$ cat config.mk
export PLATFORM = sky130hd
export DESIGN_NAME = ext_irq_sense
export DESIGN_NICKNAME = d
export VERILOG_FILES = /design/src/rtl/ext_irq_sense.sv
export SDC_FILE = /design/constraint.sdc
export NUM_CORES = 1
export LEC_CHECK = 0
export ABC_AREA = 1
export ABC_CLOCK_PERIOD_IN_PS = 1600
export BUFFER_PORTS_ARGS = -buffer_cell sky130_fd_sc_hd__buf_4
export CAP_MARGIN = 25
export CORE_MARGIN = 2
export CORE_UTILIZATION = 53
export DETAILED_ROUTE_END_ITERATION = 16
export GPL_ROUTABILITY_DRIVEN = 1
export GPL_TIMING_DRIVEN = 1
export HOLD_SLACK_MARGIN = 0.08
export PLACE_DENSITY = 0.73
export RECOVER_POWER = 100
export REMOVE_ABC_BUFFERS = 1
export SYNTH_ARGS = -nofsm -noshare
export SYNTH_HDL_FRONTEND = slang
export SYNTH_SLANG_ARGS = --single-unit
$ cat constraint.sdc
create_clock -name clk -period 1.6 [get_ports clk]
set_clock_uncertainty 0.1 [all_clocks]
set_input_delay 0.08 -clock clk [delete_from_list [all_inputs] [get_ports clk]]
set_output_delay 0.08 -clock clk [all_outputs]
set_load 0.05 [all_outputs]
$ cat src/rtl/ext_irq_sense.sv
module ext_irq_sense #(
  parameter int PA_W = 4,
  parameter int PF_W = 3,
  parameter int PB_W = 8
) (
  input  logic            clk,
  input  logic            rst_n,
  input  logic [PA_W-1:0] port_a_i,
  input  logic [PF_W-1:0] port_f_i,
  input  logic [PB_W-1:0] port_b_i,
  input  logic            cfg_we_i,
  input  logic [9:0]      cfg_wdata_i,
  input  logic [1:0]      mask_lvl_i,
  input  logic [3:0]      ack_i,
  output logic [3:0]      pend_o
);
  localparam int HB = PB_W / 2;

  logic [PA_W-1:0] pa1, pa2;
  logic [PF_W-1:0] pf1, pf2;
  logic [PB_W-1:0] pb1, pb2;
  logic [9:0]      cfg_q;
  logic [3:0]      comb, comb_q, latch;
  logic [3:0]      pol_old, pol_new, chg, sense, sense_q, set;
  logic            wr_ok;

  always_ff @(posedge clk or negedge rst_n) begin
    if (!rst_n) begin
      pa1 <= '0; pa2 <= '0;
      pf1 <= '0; pf2 <= '0;
      pb1 <= '0; pb2 <= '0;
    end else begin
      pa1 <= port_a_i; pa2 <= pa1;
      pf1 <= port_f_i; pf2 <= pf1;
      pb1 <= port_b_i; pb2 <= pb1;
    end
  end

  assign comb    = {~&pb2[PB_W-1:HB], ~&pb2[HB-1:0], ~&pf2, ~&pa2};
  assign wr_ok   = cfg_we_i && (mask_lvl_i == 2'b11);
  assign pol_old = {1'b0, cfg_q[9], 1'b0, cfg_q[8]};
  assign pol_new = {1'b0, cfg_wdata_i[9], 1'b0, cfg_wdata_i[8]};
  assign sense   = comb ^ pol_old;
  assign sense_q = comb_q ^ pol_old;

  always_ff @(posedge clk or negedge rst_n) begin
    if (!rst_n) begin
      cfg_q  <= '0;
      comb_q <= 4'hF;
    end else begin
      comb_q <= comb;
      if (wr_ok) cfg_q <= cfg_wdata_i;
    end
  end

  for (genvar k = 0; k < 4; k++) begin : g_src
    logic [1:0] mode, mode_new;
    logic       rise, fall;

    assign mode     = cfg_q[2*k+1:2*k];
    assign mode_new = cfg_wdata_i[2*k+1:2*k];
    assign chg[k]   = wr_ok && ({pol_new[k], mode_new} != {pol_old[k], mode});
    assign rise     = sense[k] & ~sense_q[k];
    assign fall     = ~sense[k] & sense_q[k];
    assign set[k]   = (mode == 2'b01) ? rise :
                      (mode == 2'b11) ? (rise | fall) : fall;

    always_ff @(posedge clk or negedge rst_n) begin
      if (!rst_n)        latch[k] <= 1'b0;
      else if (chg[k])   latch[k] <= 1'b0;
      else if (set[k])   latch[k] <= 1'b1;
      else if (ack_i[k]) latch[k] <= 1'b0;
    end

    assign pend_o[k] = latch[k] | ((mode == 2'b00) & ~sense[k]);

    AST_CHG_CLEARS: assert property (@(posedge clk) disable iff (!rst_n)
      chg[k] |=> !latch[k]);
    AST_ACK_CLEARS: assert property (@(posedge clk) disable iff (!rst_n)
      (ack_i[k] && !set[k] && !chg[k]) |=> !latch[k]);
    AST_EDGE_SETS: assert property (@(posedge clk) disable iff (!rst_n)
      (set[k] && !chg[k]) |=> pend_o[k]);
    AST_LEVEL_HOLDS: assert property (@(posedge clk) disable iff (!rst_n)
      (mode == 2'b00 && !sense[k]) |-> pend_o[k]);
  end

  AST_WR_BLOCKED: assert property (@(posedge clk) disable iff (!rst_n)
    (cfg_we_i && mask_lvl_i != 2'b11) |=> $stable(cfg_q));
  AST_POL_NO_EDGE: assert property (@(posedge clk) disable iff (!rst_n)
    ($stable(comb) && $stable(comb_q) && comb == comb_q) |-> set == 4'b0);
endmodule

Yosys cells after proc, flatten, opt, wreduce, memory -nomap -nowiden
Index checks and enable logic that the tools add are counted.
Widths: inputs -> output; s select.

storage, ports and cells
  bits in registers = 48
  input port bits = 34
  logic and storage cells = 96

operators by class
  equality and inequality tests = 13
  mux-type cells = 20
  bitwise operators = 30
  reductions and logical operators = 21

operator list
  kind                number
  $mux 1              20
  $and 1x1->1         12
  $reduce_and 4->1    3
  $reduce_bool 3->1   4
  $eq 2x2->1 const B  5
  $eq 2x1->1 const B  4
  $logic_not 2->1     4
  $not 1->1           8
  $or 1x1->1          8
  $xor 4x3->4         2
  $ne 3x3->1          2
  $logic_and 1x1->1   5
  $logic_not 1->1     4
  $ne 2x2->1          2
  $reduce_and 3->1    1

Depth between registers and ports, before layout
Gate-level depths: netlist (run 1).

  depth in word-level cells = 10
  depth in mapped cells = 11
  gate-level depth less buffers = 11

Least setup slack after synthesis (run 1)
Ideal clock, no wire load.

  path kind = register to output
  start point = register pb2[6]
  end point = output port pend_o[3]
  arrival = 1669 ps
  data required time = 1420 ps
  setup slack = -249 ps
  stages on the path, launching flop included = 3
  path buffers = 0
  path through = dfrtp_1 > nand4_1 > o31ai_1

between the ends
  longest elaborated chain between the ends = 6

RTL lines
  item                    RTL line  source
  start, declared         21        logic [PB_W-1:0] pb1, pb2;
  start signal, assigned  35        pb1 <= port_b_i; pb2 <= pb1;
  $reduce_and 4->1        39        assign comb = {~&pb2[PB_W-1:HB], ~&pb2[HB-1:0], ~&pf2, ~&pa2};
  $logic_not 1->1         39
  named net comb[3]       23        logic [3:0] comb, comb_q, latch;
  $xor 4x3->4             43        assign sense = comb ^ pol_old;
  $not 1->1               75        assign pend_o[k] = latch[k] | ((mode == 2'b00) & ~sense[k]);
  $and 1x1->1             75
  $or 1x1->1              75
  end, declared           15        output logic [3:0] pend_o

The timed path passes the listed nets, and every way through them passes these cells.

Worst setup path in the final report (run 1)
  start point = register pb2[5]
  end point = output port pend_o[3]

The elaborated chain is that of the path after synthesis.

==> key figures, run 1 <==
Synthesis
  • Synthesized cell area: 0.00191 mm²
  • Synth warnings: 0
  • Top post-synthesis cells by area: dfrtp_1, nand2_1, dfstp_2
  • Cell accounting for the most synthesized area: dfrtp_1
  • Post-Syn Instances: 189
  • FF+latch count, synth: 48
  • Yosys top cell area share: 57.6%
  • Netlist cell types: 26
  • Seq/Total Area, Yosys: 63.0%
  • Syn Area/Cell: 10.1 µm²

Die
  • Num ports: 38
  • Die W: 64.1 µm
  • Die area: 0.00411 mm²
  • Core area: 0.00339 mm²
  • Starting Density: 56.4%
  • Floorplan row count: 21
  • DIE HEIGHT: 64.1 µm

Setup path
  • WP data required: 1.42 ns
  • CP max stage delay: 0.35 ns
  • Chain of cells forming the critical path: nand4_1 -> o31ai_2 -> buf_6
  • CP Capture Type: primary output
  • Crit path kind: reg -> out
  • Critical path fanouts, max: 3
  • Critical path startpoint category: register
  • Critical path data arrival time: 1.42 ns
  • Slowest cell on crit path: dfrtp_1

STA
  • Final worst-path cycle share: 100%
  • Fin Hold WS: 0.0850 ns
  • Worst rel slew slack: 26.9%
  • # setup viols final: 0
  • Worst slew pin tran: 1.10 ns
  • Slew Limit Fails: 0
  • Setup_tns: 0 ns
  • Fmax: 625 MHz
  • Fin crit period: 1.60 ns
  • Unrepaired setup endpoints after global routing: yes
  • Final-report hold violation count: 0

Final layout
  • Antenna Cells: 0
  • Fillcell total: 207
  • Most frequent cells in the layout: nand2_1, dfrtp_1, dlygate4sd3_1, inv_1, clkbuf_4
  • Storage element area: 0.00121 mm²
  • Multi-input gate area: 606 µm²
  • Nets: 308
  • Area Overhead vs Synth: 42.4%
  • Fin util: 80.4%
  • Share of cells above drive strength 1: 26.6%
  • Commonest non-fill, non-tap cell in the layout: nand2_1
  • Final instance area: 0.00272 mm²

Placement
  • Gpl congestion: 0.792
  • Area after DPL: 0.00224 mm²
  • Post-DP HPWL: 2120 µm
  • IO Port Bufs: 37

Clock network
  • Clk_lat worst skew: 0.35 ns
  • Clock transition at the registers of the reported paths: 0.13 ns
  • CTS sink cnt: 48
  • CTS buffer count: 5
  • H-tree levels: 2
  • CTS tree: yes
  • CTS root buf: clkbuf_4
  • Clock tree buffer depth: 2

Routing
  • Residual DRC: 0
  • Post-route ant nets: 0
  • Via density: 4.53
  • Vias: 1418
  • Drt initial violations: 118
  • Pre-antenna DRT Iters: 5
  • Routed WL: 3420 µm
  • Avg WL per Cell: 10.9 µm

Global routing
  • Total congestion overflow: 0
  • Vias in the first global route: 1371
  • Initial antenna violation count: 0
  • Total track usage: 18.1%
  • Global-route wire length before repair: 5580 µm
  • Largest net degree at the start of global routing: 49

Power
  • Pwr per Cell Area: 1040 mW/mm²
  • Total power: 2.83 mW
  • Peak supply drop: 0.745 mV
  • Lkg Pwr: 1.41 nW

Hold path
  • Worst hold path class: in -> reg

Flow run
  • Max-Cap Viols: 0

Run status
  • Status: completed
[per-layer routing]
metal | part of all wire (%) | wire length, µm | global-route usage [%] | vias to the layer above
met4 | 0.56 | 19 | 6.52 | 0
met5 | 0 | 0 | 0 | -
li1 | - | - | - | 735
met1 | 42 | 1440 | 20.5 | 642
met2 | 53 | 1800 | 32.2 | 39
met3 | 4.5 | 153 | 5.28 | 2
[power breakdown]
part           total [mW]  leakage [nW]  internal, mW  switching, mW
Sequential           1.41         0.564          1.32         0.0805
Combinational       0.683         0.794         0.315          0.369
Clock               0.747        0.0484         0.375          0.372
Total                2.83          1.41          2.01          0.821
[cells in the mapped netlist, drive strengths merged]
library cell  count
a21oi             3
buf               2
clkinv            1
dfrtp            44
dfstp             4
ha                8
inv              33
nand2            56
nand3             6
nand4             5
nor2              3
o211ai            1
o21ai            12
o21bai            1
o22ai             1
o31ai             2
or2               1
xnor2             5
xor2              1
[repair_timing]
item,CTS,global route
hold buffers,34,0
setup buffers,0,1
endpoints found under the setup margin,0,6
hold endpoints to repair,77,0
resized for setup,0,14
[layout make-up]
class                   count  area share (%)
clock inverters             2            1.42
inverters                  34            4.69
clock buffers               6            1.88
multi-input cells         105            22.2
flip-flops and latches     48            44.4
well taps                  46            2.11
repair buffers             72            23.3
[logic make-up (layout without fill, tap and decap cells)]
group / count (synthesis) / after routing / synth area share [%]
compound gates: 20 / 20 / 6.02
xor+xnor: 6 / 6 / 2.75
fa+ha+maj: 8 / 8 / 5.23
buf+inv: 36 / 114 / 7.32
flops: 48 / 48 / 63.0
simple gates: 71 / 71 / 15.6
[through the flow]
step / instances / setup WS (ns)
after floorplan: 187 / -0.249
final: 313 / 0.000655
after CTS: 312 / 0.00468
after global routing: 313 / -0.0710
after detailed placement: 270 / 0.0335
after global placement: 270 / 0.105
[flip-flops by register name, indices dropped and copies added, names as in the netlist]
signal / flops
pb1: 8
pb2: 8
pa2: 4
pf1: 3
latch: 4
pf2: 3
cfg_q: 10
pa1: 4
comb_q: 4
[critical path, delay by kind of cell, from the launching register on]
kind	cells	cell delay, ns
AOI/OAI and AO/OA	1	0.32
and+or+nand+nor	1	0.19
DFF	1	0.35
buffers and inverters	1	0.20
[path summary, 6_finish.rpt]
kind,startpoint,end,slack (ns),cells after the start
worst max-delay path,pb2[5],pend_o[3],0.0007,3
worst min-delay path,mask_lvl_i[1],cfg_q[9],0.09,3
worst max register to register,comb_q[2],latch[2],0.04,8
worst min register to register,pb1[5],pb2[5],0.26,0
max in group asynchronous,rst_n,cfg_q[9],0.32,2
min in group asynchronous,rst_n,latch[2],0.35,2
Power figures use the tool's default switching activity.
==> inputs of run 2 (changes only) <==
--- a/config.mk
+++ b/config.mk
@@ -15,6 +15,7 @@
 export GPL_ROUTABILITY_DRIVEN = 1
 export GPL_TIMING_DRIVEN = 1
 export HOLD_SLACK_MARGIN = 0.08
+export MAX_ROUTING_LAYER = met4
 export PLACE_DENSITY = 0.73
 export RECOVER_POWER = 100
 export REMOVE_ABC_BUFFERS = 1
==> run 2 against run 1 <==
- maximum frequency is essentially flat
- clock power is essentially flat
- critical path depth is the same
- register-to-register slack is essentially flat
- combinational power is essentially flat
- sequential power is essentially flat
- largest cell class unchanged
- largest power group unchanged
- highest routed layer unchanged
==> key figures, run 2 (same netlist as run 1, synthesis figures left out) <==
Run status
  • Status: completed

Die
  • Floorplan row count: 21 (unchanged)
  • Die W: 64.1 µm (unchanged)
  • Die area: 0.00411 mm² (unchanged)
  • Num ports: 38 (unchanged)
  • DIE HEIGHT: 64.1 µm (unchanged)
  • Starting Density: 56.4% (unchanged)
  • Core area: 0.00339 mm² (unchanged)

Final layout
  • Multi-input gate area: 606 µm² (unchanged)
  • Largest register FFs: 10 (unchanged)
  • Storage element area: 0.00121 mm² (unchanged)
  • Fin util: 80.4% (unchanged)
  • Fillcell total: 207 (unchanged)
  • Nets: 308 (unchanged)
  • Share of cells above drive strength 1: 26.6% (unchanged)
  • Final instance area: 0.00272 mm² (unchanged)
  • Post-Layout Cell Count: 313 (unchanged)
  • Most frequent cells in the layout: nand2_1, dfrtp_1, dlygate4sd3_1, inv_1, clkbuf_4
  • Commonest non-fill, non-tap cell in the layout: nand2_1
  • Top reg by flops: cfg_q
  • Antenna Cells: 0 (unchanged)
  • Largest regs: cfg_q: 10 flops, pb1: 8 flops, pb2: 8 flops
  • Area Overhead vs Synth: 42.4% (unchanged)

Placement
  • Area after DPL: 0.00224 mm² (unchanged)
  • Gpl congestion: 0.803 (+1.4%)
  • Placed Instances: 270 (unchanged)
  • IO Port Bufs: 37 (unchanged)
  • Post-DP HPWL: 2120 µm (unchanged)
  • Post-Place Worst Slack: 0.0335 ns (unchanged)

Clock network
  • CTS root buf: clkbuf_4
  • CTS buffer count: 5 (unchanged)
  • Clock transition at the registers of the reported paths: 0.13 ns (about the same)
  • Clock tree buffer depth: 2 (unchanged)
  • Clk_lat worst skew: 0.35 ns (about the same)
  • H-tree levels: 2 (unchanged)
  • CTS tree: yes
  • CTS sink cnt: 48 (unchanged)

Power
  • Total power: 2.83 mW (about the same)
  • Clock share of power: 26.3% (about the same)
  • Power share of the sequential group: 49.6% (about the same)
  • P_sw: 820 µW (-0.12%)
  • Sw frac: 28.9% (about the same)
  • Comb power frac: 24.1% (about the same)
  • Internal Pwr Total: 2.01 mW (about the same)
  • Lkg Pwr: 1.41 nW (unchanged)
  • Pwr per Cell Area: 1040 mW/mm² (about the same)
  • Peak supply drop: 0.745 mV (about the same)

Routing
  • Vias: 1422 (+0.28%)
  • Residual DRC: 0 (unchanged)
  • Drt initial violations: 121 (+2.5%)
  • Via density: 4.54 (+0.28%)
  • Routed WL: 3420 µm (about the same)
  • Pre-antenna DRT Iters: 5 (unchanged)
  • Avg WL per Cell: 10.9 µm (about the same)
  • Post-route ant nets: 0 (unchanged)

Global routing
  • Vias in the first global route: 1371 (unchanged)
  • Largest net degree at the start of global routing: 49 (unchanged)
  • Total congestion overflow: 0 (unchanged)
  • Initial antenna violation count: 0 (unchanged)
  • Total track usage: 18.6% (+0.51 points)
  • Global-route wire length before repair: 5580 µm (-0.13%)

Setup path
  • Critical path startpoint category: register
  • WP data required: 1.42 ns (about the same)
  • CP Capture Type: primary output
  • Critical path data arrival time: 1.42 ns (about the same)
  • Critical path fanouts, max: 3 (unchanged)
  • Crit path kind: reg -> out

STA
  • Final worst-path cycle share: 99.9% (about the same)
  • Fmax: 626 MHz (about the same)
  • # setup viols final: 0 (unchanged)
  • Worst slew pin tran: 1.10 ns (+0.000905 ns)
  • Fin Hold WS: 0.0855 ns (+0.000466 ns)
  • Setup_tns: 0 ns (unchanged)
  • Final setup margin: 0.00153 ns (+0.000877 ns)
  • Unrepaired setup endpoints after global routing: yes
  • Final-report hold violation count: 0 (unchanged)
  • Slew Limit Fails: 0 (unchanged)
  • Worst rel slew slack: 26.8% (-0.060 points)
  • Fin crit period: 1.60 ns (-0.000877 ns)

Flow run
  • Max-Cap Viols: 0 (unchanged)

Hold path
  • Worst hold path class: in -> reg
==> run 2: final cells by class <==
type | instances | area share (%)
clock buffer | 6 | 1.88
clock inverter | 2 | 1.42
inverter | 34 | 4.69
multi-input combinational | 105 | 22.2
sequential | 48 | 44.4
tap | 46 | 2.11
timing repair buffer | 72 | 23.3
==> run 2: final timing paths <==
| check | from | to | slack, ns | depth (start not counted) |
|---|---|---|---|---|
| min in group asynchronous | rst_n | latch[2] | 0.34 | 2 |
| min reg2reg | pb1[5] | pb2[5] | 0.26 | 0 |
| max | pb2[5] | pend_o[3] | 0.002 | 3 |
| min | mask_lvl_i[1] | cfg_q[9] | 0.09 | 3 |
| max in group asynchronous | rst_n | cfg_q[9] | 0.32 | 2 |
| max reg2reg | comb_q[2] | latch[2] | 0.04 | 8 |
==> run 2: power by group through the flow <==
stage / Combinational, mW / Sequential, mW / Clock (mW)
after detailed placement: 0.557 / 1.42 / 0
after CTS: 0.639 / 1.40 / 0.764
after global routing: 0.751 / 1.42 / 0.834
after floorplan: 0.371 / 1.40 / 0
after global placement: 0.534 / 1.42 / 0
final: 0.682 / 1.41 / 0.746
==> run 2: worst max-delay path, cell delays in order, from the launching register on <==
cell and delay, ns:
dfrtp_1 0.35, nand4_1 0.19, o31ai_2 0.32, buf_6 0.20
==> run 2: layer usage <==
| metal | global-route usage [%] | up-vias | routed length, µm |
|---|---|---|---|
| met5 | - | - | 0 |
| met4 | 6.52 | 0 | 19 |
| met1 | 20.5 | 645 | 1430 |
| met3 | 5.28 | 2 | 162 |
| li1 | - | 735 | - |
| met2 | 32.2 | 40 | 1810 |
==> run 2: what timing repair did <==
| action | 4_1_cts | 5_1_grt |
|---|---|---|
| setup endpoints to repair | 0 | 6 |
| buffers inserted | 0 | 1 |
| endpoints found under the hold margin | 77 | 0 |
| resized for setup | 0 | 14 |
| hold buffers | 34 | 0 |
==> inputs of run 3 (changes only) <==
--- a/config.mk
+++ b/config.mk
@@ -7,16 +7,16 @@
 export LEC_CHECK = 0
 export ABC_AREA = 1
 export ABC_CLOCK_PERIOD_IN_PS = 1600
-export BUFFER_PORTS_ARGS = -buffer_cell sky130_fd_sc_hd__buf_4
 export CAP_MARGIN = 25
 export CORE_MARGIN = 2
-export CORE_UTILIZATION = 53
+export CORE_UTILIZATION = 55
 export DETAILED_ROUTE_END_ITERATION = 16
+export DONT_BUFFER_PORTS = 1
 export GPL_ROUTABILITY_DRIVEN = 1
 export GPL_TIMING_DRIVEN = 1
 export HOLD_SLACK_MARGIN = 0.08
 export MAX_ROUTING_LAYER = met4
-export PLACE_DENSITY = 0.73
+export PLACE_DENSITY = 0.66
 export RECOVER_POWER = 100
 export REMOVE_ABC_BUFFERS = 1
 export SYNTH_ARGS = -nofsm -noshare
==> run 3 against run 2 <==
- cell area is 5.7% lower
- die area is 3.4% lower
- combinational power hardly changed
- total power is 3.6% higher
- sequential share of layout area is 2.6 points higher
- maximum frequency is 0.18% higher
- cell count is 8.0% lower
- register-to-register slack hardly changed
- wire length is 5.8% higher
- worst setup slack better by 0.0029 ns
- hold slack better by 0.080 ns
- count of clock-buffer cells in the layout stayed put
- largest power group unchanged
==> key figures, run 3 (same netlist as run 1, synthesis figures left out) <==
Run status
  • Status: completed

Placement
  • Gpl congestion: 0.838 (+4.3%)
  • Placed Instances: 237 (-12%)
  • IO Port Bufs: 0 (-100%)
  • Post-DP HPWL: 2060 µm (-2.7%)
  • Post-Place Worst Slack: 0.0383 ns (+0.00479 ns)
  • Area after DPL: 0.00200 mm² (-11%)

Routing
  • Post-route ant nets: 0 (unchanged)
  • Routed WL: 3620 µm (+5.8%)
  • Drt initial violations: 50 (-59%)
  • Pre-antenna DRT Iters: 4 (-1)
  • M1 wire length: 1470 µm (+3.1%)
  • Residual DRC: 0 (unchanged)
  • Met3 routed WL: 179 µm (+10%)
  • Vias: 1398 (-1.7%)
  • Via density: 4.85 (+6.8%)
  • Avg WL per Cell: 12.6 µm (+15%)
  • Met2 WL: 1900 µm (+4.8%)
  • Highest metal layer with signal wires: met4

Clock network
  • Clk_lat worst skew: 0.36 ns (about the same)
  • Clock tree buffer depth: 2 (unchanged)
  • CTS buffer count: 5 (unchanged)
  • Clock transition at the registers of the reported paths: 0.12 ns (about the same)
  • H-tree levels: 2 (unchanged)
  • CTS sink cnt: 48 (unchanged)
  • CTS root buf: clkbuf_4
  • CTS tree: yes

Die
  • Die W: 63.0 µm (-1.7%)
  • Num ports: 38 (unchanged)
  • Die area: 0.00397 mm² (-3.4%)
  • DIE HEIGHT: 63.0 µm (-1.7%)
  • Floorplan row count: 21 (unchanged)
  • Starting Density: 57.3% (+0.89 points)
  • Core area: 0.00334 mm² (-1.6%)

Final layout
  • Post-Layout Cell Count: 288 (-8.0%)
  • Commonest non-fill, non-tap cell in the layout: nand2_1
  • Most frequent cells in the layout: nand2_1, dfrtp_1, dlygate4sd3_1, inv_1, inv_2
  • Top reg by flops: cfg_q
  • Share of cells above drive strength 1: 19.0% (-7.6 points)
  • Final instance area: 0.00257 mm² (-5.7%)
  • Largest register FFs: 10 (unchanged)
  • Nets: 283 (-8.1%)
  • Largest regs: cfg_q: 10 flops, pb1: 8 flops, pb2: 8 flops
  • Fin util: 77.0% (-3.4 points)
  • Area Overhead vs Synth: 34.3%
  • Antenna Cells: 0 (unchanged)

Power
  • Pwr per Cell Area: 1140 mW/mm² (+9.8%)
  • Internal Pwr Total: 2.11 mW (+4.8%)
  • Lkg Pwr: 1.30 nW (-7.4%)
  • Peak supply drop: 0.922 mV (+24%)
  • Power share of the sequential group: 48.0% (-1.6 points)
  • P_sw: 825 µW (+0.61%)
  • Comb power frac: 23.2% (-0.9 points)
  • Clock share of power: 28.8% (+2.5 points)
  • Sw frac: 28.1% (-0.83 points)

Hold path
  • Worst hold path class: in -> reg
  • Worst hold stages: 1 (-2)

Setup path
  • R2R Path Start: cfg_q[9]
  • Register-to-Register Setup Slack: 0.05 ns (about the same)
  • WP data required: 1.42 ns (about the same)
  • Chain of cells forming the critical path: nand2_1 -> inv_1 -> nand4_1 -> nand2_2 -> o21bai_1 -> buf_4
  • Critical path startpoint category: register
  • Critical path capture point: pend_o[0]
  • Critical path data arrival time: 1.42 ns (about the same)
  • Crit path depth: 6 (+3)
  • Critical path fanouts, max: 3 (unchanged)
  • CP startpoint: pa2[1]
  • R2r endpoint: latch[2]
  • CP max stage delay: 0.41 ns (+0.06 ns)
  • Worst path bufs/invs: 2 (+1)
  • Top Family by Delay on Critical Path: flip-flops
  • CP Capture Type: primary output
  • Crit path kind: reg -> out
  • Slowest cell on crit path: dfrtp_1
  • Worst-case reg-to-reg path depth: 9 (+1)

Global routing
  • Initial antenna violation count: 0 (unchanged)
  • Total track usage: 19.0% (+0.39 points)
  • Global-route wire length before repair: 5620 µm (+0.86%)
  • Vias in the first global route: 1324 (-3.4%)
  • Total congestion overflow: 0 (unchanged)
  • Largest net degree at the start of global routing: 49 (unchanged)

STA
  • Final-report hold violation count: 0 (unchanged)
  • Worst slew pin tran: 1.12 ns (+0.0205 ns)
  • Unrepaired setup endpoints after global routing: yes
  • Fmax: 627 MHz (+0.18%)
  • Worst rel slew slack: 25.4% (-1.4 points)
  • Final worst-path cycle share: 99.7% (-0.18 points)
  • Final setup margin: 0.00446 ns (+0.00293 ns)
  • Slew Limit Fails: 0 (unchanged)
  • Setup_tns: 0 ns (unchanged)
  • # setup viols final: 0 (unchanged)
  • Fin crit period: 1.60 ns (-0.00293 ns)

Flow run
  • Max-Cap Viols: 0 (unchanged)
## run 3: what timing repair did
item / in CTS / in global routing
gates resized for setup: 0 / 16
hold buffers: 39 / 0
hold endpoints to repair: 77 / 0
setup buffers: 1 / 3
endpoints found under the setup margin: 2 / 5
pin swaps: 0 / 14
## run 3: power groups by stage
stage	clock, mW	sequential [mW]	combinational [mW]
floorplan	0	1.40	0.371
global placement	0	1.42	0.453
detailed placement	0	1.43	0.467
CTS	0.871	1.40	0.617
global route	0.915	1.42	0.741
finish	0.847	1.41	0.680
## run 3: worst min path at each step
stage,from,endpoint
final,port_b_i[7],pb1[7]
after global routing,port_b_i[5],pb1[5]
after CTS,rst_n,cfg_q[9]
after detailed placement,rst_n,cfg_q[0]
after global placement,rst_n,cfg_q[0]
after floorplan,rst_n,cfg_q[0]
## run 3: final cells by class
cell class | instances | area (µm²)
flip-flops and latches | 48 | 1210
fillers | 226 | 768
multi-input cells | 105 | 626
repair buffers | 47 | 449
inverters | 34 | 128
clock inverters | 2 | 60.1
well taps | 46 | 57.6
clock buffers | 6 | 41.3
## run 3: metrics by stage
stage / total power, mW / hold WS, ns
after floorplan: 1.77 / -0.316
after global placement: 1.87 / -0.314
final: 2.93 / 0.165
after CTS: 2.89 / 0.118
after detailed placement: 1.89 / -0.314
after global routing: 3.08 / 0.142
## run 3: routing by layer
layer / up-vias / global-route usage, %
met5: - / -
met4: 0 / 6.67
met3: 7 / 5.59
met2: 37 / 32.4
met1: 670 / 21.1
li1: 684 / -
